===== config.mk =====
export PLATFORM = sky130hd
export DESIGN_NAME = srx_master_rx
export DESIGN_NICKNAME = d
export VERILOG_FILES = /design/src/rtl/srx_pkg.sv /design/src/rtl/srx_phase_gen.sv /design/src/rtl/srx_shifter.sv /design/src/rtl/srx_rx_buffer.sv /design/src/rtl/srx_master_rx.sv
export SDC_FILE = /design/constraint.sdc
export NUM_CORES = 1
export LEC_CHECK = 0
export BUFFER_PORTS_ARGS = -buffer_cell sky130_fd_sc_hd__buf_4
export CAP_MARGIN = 10
export CORE_ASPECT_RATIO = 0.8
export CORE_MARGIN = 10
export CORE_UTILIZATION = 54
export CTS_CLUSTER_DIAMETER = 50
export DETAILED_ROUTE_END_ITERATION = 8
export PLACE_DENSITY = 0.85
export SKIP_LAST_GASP = 1
export SLEW_MARGIN = 20
export SYNTH_ARGS = -nofsm -noshare
export SYNTH_HDL_FRONTEND = slang
export SYNTH_SLANG_ARGS = --single-unit

===== constraint.sdc =====
create_clock -name clk -period 2.05 [get_ports clk]
set_input_delay 0.41 -clock clk [delete_from_list [all_inputs] [get_ports clk]]
set_output_delay 0.41 -clock clk [all_outputs]
set_load 0.01 [all_outputs]

===== src/rtl/srx_pkg.sv =====
package srx_pkg;
    typedef logic [1:0] phase_t;
    // phase reached on the tick that captures the data input
    localparam phase_t PH_CAPTURE = 2'd2;
    // phase reached on the tick that shifts the captured bit
    localparam phase_t PH_SHIFT   = 2'd3;
endpackage


===== src/rtl/srx_phase_gen.sv =====
module srx_phase_gen
    import srx_pkg::*;
(
    input  logic   clk,
    input  logic   rst_n,
    input  logic   tick,
    output phase_t phase_next,
    output logic   capture_evt,
    output logic   shift_evt
);
    typedef struct packed {
        phase_t ph;
    } pg_state_t;

    pg_state_t st_d, st_q;

    always_comb begin
        st_d        = st_q;
        capture_evt = 1'b0;
        shift_evt   = 1'b0;
        if (tick) begin
            st_d.ph     = st_q.ph + 2'd1;
            capture_evt = (st_d.ph == PH_CAPTURE);
            shift_evt   = (st_d.ph == PH_SHIFT);
        end
        phase_next = st_d.ph;
    end

    always_ff @(posedge clk or negedge rst_n) begin
        if (!rst_n) st_q <= '0;
        else        st_q <= st_d;
    end
endmodule


===== src/rtl/srx_shifter.sv =====
module srx_shifter #(
    parameter int DATA_W      = 8,
    parameter int SYNC_STAGES = 2
) (
    input  logic              clk,
    input  logic              rst_n,
    input  logic              sdi,
    input  logic              capture_evt,
    input  logic              shift_evt,
    input  logic              active,
    output logic [DATA_W-1:0] word_next,
    output logic              last_bit
);
    localparam int CNT_W = (DATA_W > 1) ? $clog2(DATA_W) : 1;
    localparam logic [CNT_W-1:0] LAST_IDX = CNT_W'(DATA_W - 1);

    logic sdi_s;

    generate
        if (SYNC_STAGES == 0) begin : g_nosync
            assign sdi_s = sdi;
        end else begin : g_sync
            logic [SYNC_STAGES-1:0] sync_q;
            always_ff @(posedge clk or negedge rst_n) begin
                if (!rst_n) begin
                    sync_q <= '0;
                end else begin
                    sync_q[0] <= sdi;
                    for (int k = 1; k < SYNC_STAGES; k++) sync_q[k] <= sync_q[k-1];
                end
            end
            assign sdi_s = sync_q[SYNC_STAGES-1];
        end
    endgenerate

    typedef struct packed {
        logic              hold;
        logic [DATA_W-1:0] sr;
        logic [CNT_W-1:0]  cnt;
    } sh_state_t;

    sh_state_t st_d, st_q;

    always_comb begin
        st_d      = st_q;
        word_next = {st_q.hold, st_q.sr[DATA_W-1:1]};
        last_bit  = shift_evt && active && (st_q.cnt == LAST_IDX);
        if (capture_evt) st_d.hold = sdi_s;
        if (!active) begin
            st_d.cnt = '0;
        end else if (shift_evt) begin
            st_d.sr  = word_next;
            st_d.cnt = last_bit ? '0 : st_q.cnt + 1'b1;
        end
    end

    always_ff @(posedge clk or negedge rst_n) begin
        if (!rst_n) st_q <= '0;
        else        st_q <= st_d;
    end
endmodule


===== src/rtl/srx_rx_buffer.sv =====
module srx_rx_buffer #(
    parameter int DATA_W = 8
) (
    input  logic              clk,
    input  logic              rst_n,
    input  logic              load,
    input  logic [DATA_W-1:0] word,
    input  logic              rd_stb,
    output logic [DATA_W-1:0] data,
    output logic              done,
    output logic              ovr
);
    typedef struct packed {
        logic [DATA_W-1:0] data;
        logic              done;
        logic              unread;
        logic              ovr;
    } bf_state_t;

    bf_state_t st_d, st_q;

    always_comb begin
        st_d      = st_q;
        st_d.done = load;
        if (rd_stb) begin
            st_d.unread = 1'b0;
            st_d.ovr    = 1'b0;
        end
        if (load) begin
            st_d.data   = word;
            st_d.unread = 1'b1;
            if (st_q.unread && !rd_stb) st_d.ovr = 1'b1;
        end
    end

    always_ff @(posedge clk or negedge rst_n) begin
        if (!rst_n) st_q <= '0;
        else        st_q <= st_d;
    end

    assign data = st_q.data;
    assign done = st_q.done;
    assign ovr  = st_q.ovr;
endmodule


===== src/rtl/srx_master_rx.sv =====
module srx_master_rx
    import srx_pkg::*;
#(
    parameter int DATA_W      = 8,
    parameter int SYNC_STAGES = 2
) (
    input  logic              clk,
    input  logic              rst_n,
    input  logic              baud_tick,
    input  logic              en_set,
    input  logic              sdi,
    input  logic              rd_stb,
    output logic              sclk_o,
    output logic              rx_en,
    output logic [DATA_W-1:0] rx_data,
    output logic              rx_done,
    output logic              overrun
);
    phase_t            phase_next;
    logic              capture_evt;
    logic              shift_evt;
    logic              last_bit;
    logic [DATA_W-1:0] word_next;

    typedef struct packed {
        logic en;
        logic active;
        logic sclk;
    } ct_state_t;

    ct_state_t st_d, st_q;

    srx_phase_gen u_phase (
        .clk         (clk),
        .rst_n       (rst_n),
        .tick        (baud_tick),
        .phase_next  (phase_next),
        .capture_evt (capture_evt),
        .shift_evt   (shift_evt)
    );

    srx_shifter #(.DATA_W(DATA_W), .SYNC_STAGES(SYNC_STAGES)) u_shift (
        .clk         (clk),
        .rst_n       (rst_n),
        .sdi         (sdi),
        .capture_evt (capture_evt),
        .shift_evt   (shift_evt),
        .active      (st_q.active),
        .word_next   (word_next),
        .last_bit    (last_bit)
    );

    srx_rx_buffer #(.DATA_W(DATA_W)) u_buf (
        .clk    (clk),
        .rst_n  (rst_n),
        .load   (last_bit),
        .word   (word_next),
        .rd_stb (rd_stb),
        .data   (rx_data),
        .done   (rx_done),
        .ovr    (overrun)
    );

    always_comb begin
        st_d = st_q;
        // frame completion wins over a simultaneous enable-set
        if (last_bit)    st_d.en = 1'b0;
        else if (en_set) st_d.en = 1'b1;

        if (last_bit)                                  st_d.active = 1'b0;
        else if (shift_evt && st_q.en && !st_q.active) st_d.active = 1'b1;

        // low on phases 0 and 1, high on 2 and 3, high when idle
        st_d.sclk = st_d.active ? phase_next[1] : 1'b1;
    end

    always_ff @(posedge clk or negedge rst_n) begin
        if (!rst_n) st_q <= '{en: 1'b0, active: 1'b0, sclk: 1'b1};
        else        st_q <= st_d;
    end

    assign sclk_o = st_q.sclk;
    assign rx_en  = st_q.en;
endmodule


==> impl_results.md <==
* Max Cap Violations at 0
* Sequential fraction of the synthesis area at 59.2%
* Post-synth cell types at 24
* Detailed router's first-iteration violation count at 24
* Synth Area in Adders at 4.07%
* Setup TNS at 0 ns
* # setup viols final at 0
* Synth Area in Simple Gates at under 10%
* Core region area at 0.00216 sq mm
* WL/cell at about 15 um
* Yosys warns at 0
* Most frequent cells in the layout: dfrtp_1, buf_4, mux2_2
* Pleak at ~0.00071 uW
* Vias in the first global route at roughly 730
* Initial DRT Pass Iterations at 2
* Port buffer count at 17
* Tmin final at 1.60 ns
* Largest net degree at the start of global routing at 30
* Slew headroom at between 70% and 80%
* IO Count at 18
* CTS tree: built
* Gate Count Post-Synth at 88
* Nets@finish at around 110
* Die area at ~0.0046 sq mm
* Hold Fails Final Rpt at 0
* Clk_lat worst skew at between 0.3 and 0.4 ns
* Routed vias/inst at between 5 and 6
* Required @ worst endpoint at between 2 and 2.5 ns
* P&R area growth vs syn at 11.2%
* Outcome: finished, final reports clean
* Worst hold path class: input pin to register
* H-tree lvl count at 2
* Worst VDD drop at 640 uV
* CP endpoint kind: register
* Clk_skew at just under 0.006 ns
* Hold_ws at roughly 0.19 ns
* Design Area, Final at about 0.0014 sq mm
* Layout cells sized above 1 at approximately 44%
* Synth Area in XOR/XNOR at 0.713%
* # clock sinks at 29
* Post-DP HPWL at around 1.4 mm
* Netlist Area Pre-Place at roughly 0.0012 sq mm
* Post-synth top area cell: dfrtp_1
* First-pass GRT wire length at around 3.3 mm
* CTS Buf Count at 5
* Highest metal used: met4
* Die Width at between 70 and 80 um
* Vias post-DR at ~680
* Largest family of logic cells by synthesized area: multiplexers
* Met2 wire length at about 950 um
* Final Max Tran Viols at 0
* Total wire length at around 2.0 mm
* Tcrit/Tclk final at between 70 and 80%
* Top cells by area, synth: dfrtp_1, mux2_2, buf_4
* Mux share of post-synthesis cell area at between 10% and 20%
* Die height at around 63 um
* Total gr overflow at 0
* Root Buffer: clkbuf_4
* Post-DP Area at between 0.001 and 0.0015 sq mm
* Met3 WL post-DR at 176 um
* Yosys reg bits at 29
* Initial antenna violation count at 0
* Placer Congestion at between 0.6 and 0.7
* Top-area cell type share of the netlist area at between 50% and 60%
* Crit Path Max Fanout at 4
* Standard-cell rows at 15
* Syn nets at between 90 and 100
* Post-synthesis compound-gate area fraction at approximately 4.7%
* Gates resized, CTS repair at 0
* Clock-pin slew on the worst setup and hold paths at approximately 0.090 ns
* Avg Inst Size Synth at 14.0 sq um
* Unrepaired setup endpoints after global routing: false
* Least-Margin Pin Slew at between 0.3 and 0.4 ns
* Initial core utilization at 56.9%
* Met1 WL at around 790 um
* Post-route ant nets at 0
* Clock buffer depth at 2
* Antenna Cells at 0
* Overall routing resource usage at a little under a tenth
* Max Clk Rate at about 630 MHz
* Crit path kind: register to register
* Startpoint Class: register
* PwrDens at ~1100 mW/mm^2
* Fillcell total at roughly 170
* Drt drc at 0
* Arrival @ worst endpoint at ~1.8 ns
* Most common cell after layout, fill and taps aside: dfrtp_1
## synthesized netlist by cell type
master and count:
a21boi_0 3, a31oi_1 1, and3_1 1, and4b_1 1, buf_4 9, buf_6 2
dfrtp_1 28, dfstp_2 1, ha_1 4, inv_1 3, inv_2 1, mux2_2 16
nand2_1 2, nand2b_1 1, nand3_2 1, nand4_2 1, nor2_1 3, nor2b_1 2
nor4bb_1 1, o21a_1 3, o22ai_1 1, or2_2 1, or4_1 1, xor2_1 1
## what timing repair did
action                                 CTS  global route
endpoints found under the hold margin   28             0
hold buffers                             1             0
setup endpoints to repair                0             0
buffers inserted                         0             0
## sequential cells by signal, indices dropped and copies added, names as in the netlist
signal and count:
rx_en 1, sclk_o 1, st_q 1, u_buf.data 8, u_buf.done 1, u_buf.ovr 1, u_buf.st_q 1, u_phase.st_q 2
u_shift.g_sync.sync_q 2, u_shift.st_q 3, u_shift.word_next 8
## cells by family (layout without fill, tap and decap cells)
kind of cell / after synthesis / in the layout
XOR/XNOR: 1 / 1
buffers and inverters: 15 / 31
flip-flops: 29 / 29
AND/OR/NAND/NOR: 15 / 15
adder cells (fa/ha/maj): 4 / 4
AO/OA/AOI/OAI: 8 / 8
multiplexers: 16 / 16
## per-stage QoR
step                setup slack [ns]  utilization [%]  instances  power (uW)
global route                   0.312             63.3        129        1580
finish                         0.451             63.3        129        1470
CTS                            0.442             63.3        129        1490
floorplan                      0.536                -         88        1070
global placement               0.512             60.5        120        1140
detailed placement             0.444             60.5        120        1170
## final timing paths
check	start	end	slack, ns	cells after the start
worst max register to register	u_shift.st_q[0]	sclk_o	0.45	5
worst min register to register	u_shift.g_sync.sync_q[0]	u_shift.g_sync.sync_q[1]	0.36	0
min in group asynchronous	rst_n	u_buf.st_q[1]	0.54	2
worst max-delay path	u_shift.st_q[0]	sclk_o	0.45	5
max in group asynchronous	rst_n	sclk_o	1.20	2
worst min-delay path	sdi	u_shift.g_sync.sync_q[0]	0.19	1
## per-layer routing
metal	vias up	global-route usage [%]
met5	-	0
li1	322	-
met2	18	14.5
met1	335	9.55
met4	0	4.88
met3	7	6.35
## report_power, final
group,internal (uW),switching [uW]
Combinational,196,143
Clock,130,188
Sequential,717,93.3
## final cells by class
cell class	count	area [sq um]	share of cell area (%)
clock buffers	6	41.3	3.02
multi-input cells	44	397	29.0
repair buffers	19	145	10.6
well taps	25	31.3	2.29
inverters	4	15.0	1.10
clock inverters	2	10.0	0.733
flip-flops and latches	29	727	53.2
## worst max-delay path, cell delays in order (launching register included)
cell	delay, ns
dfrtp_1	0.40
ha_1	0.20
ha_1	0.22
nand4_2	0.12
inv_2	0.06
or4_1	0.52
(Power assumes the default switching activity.)
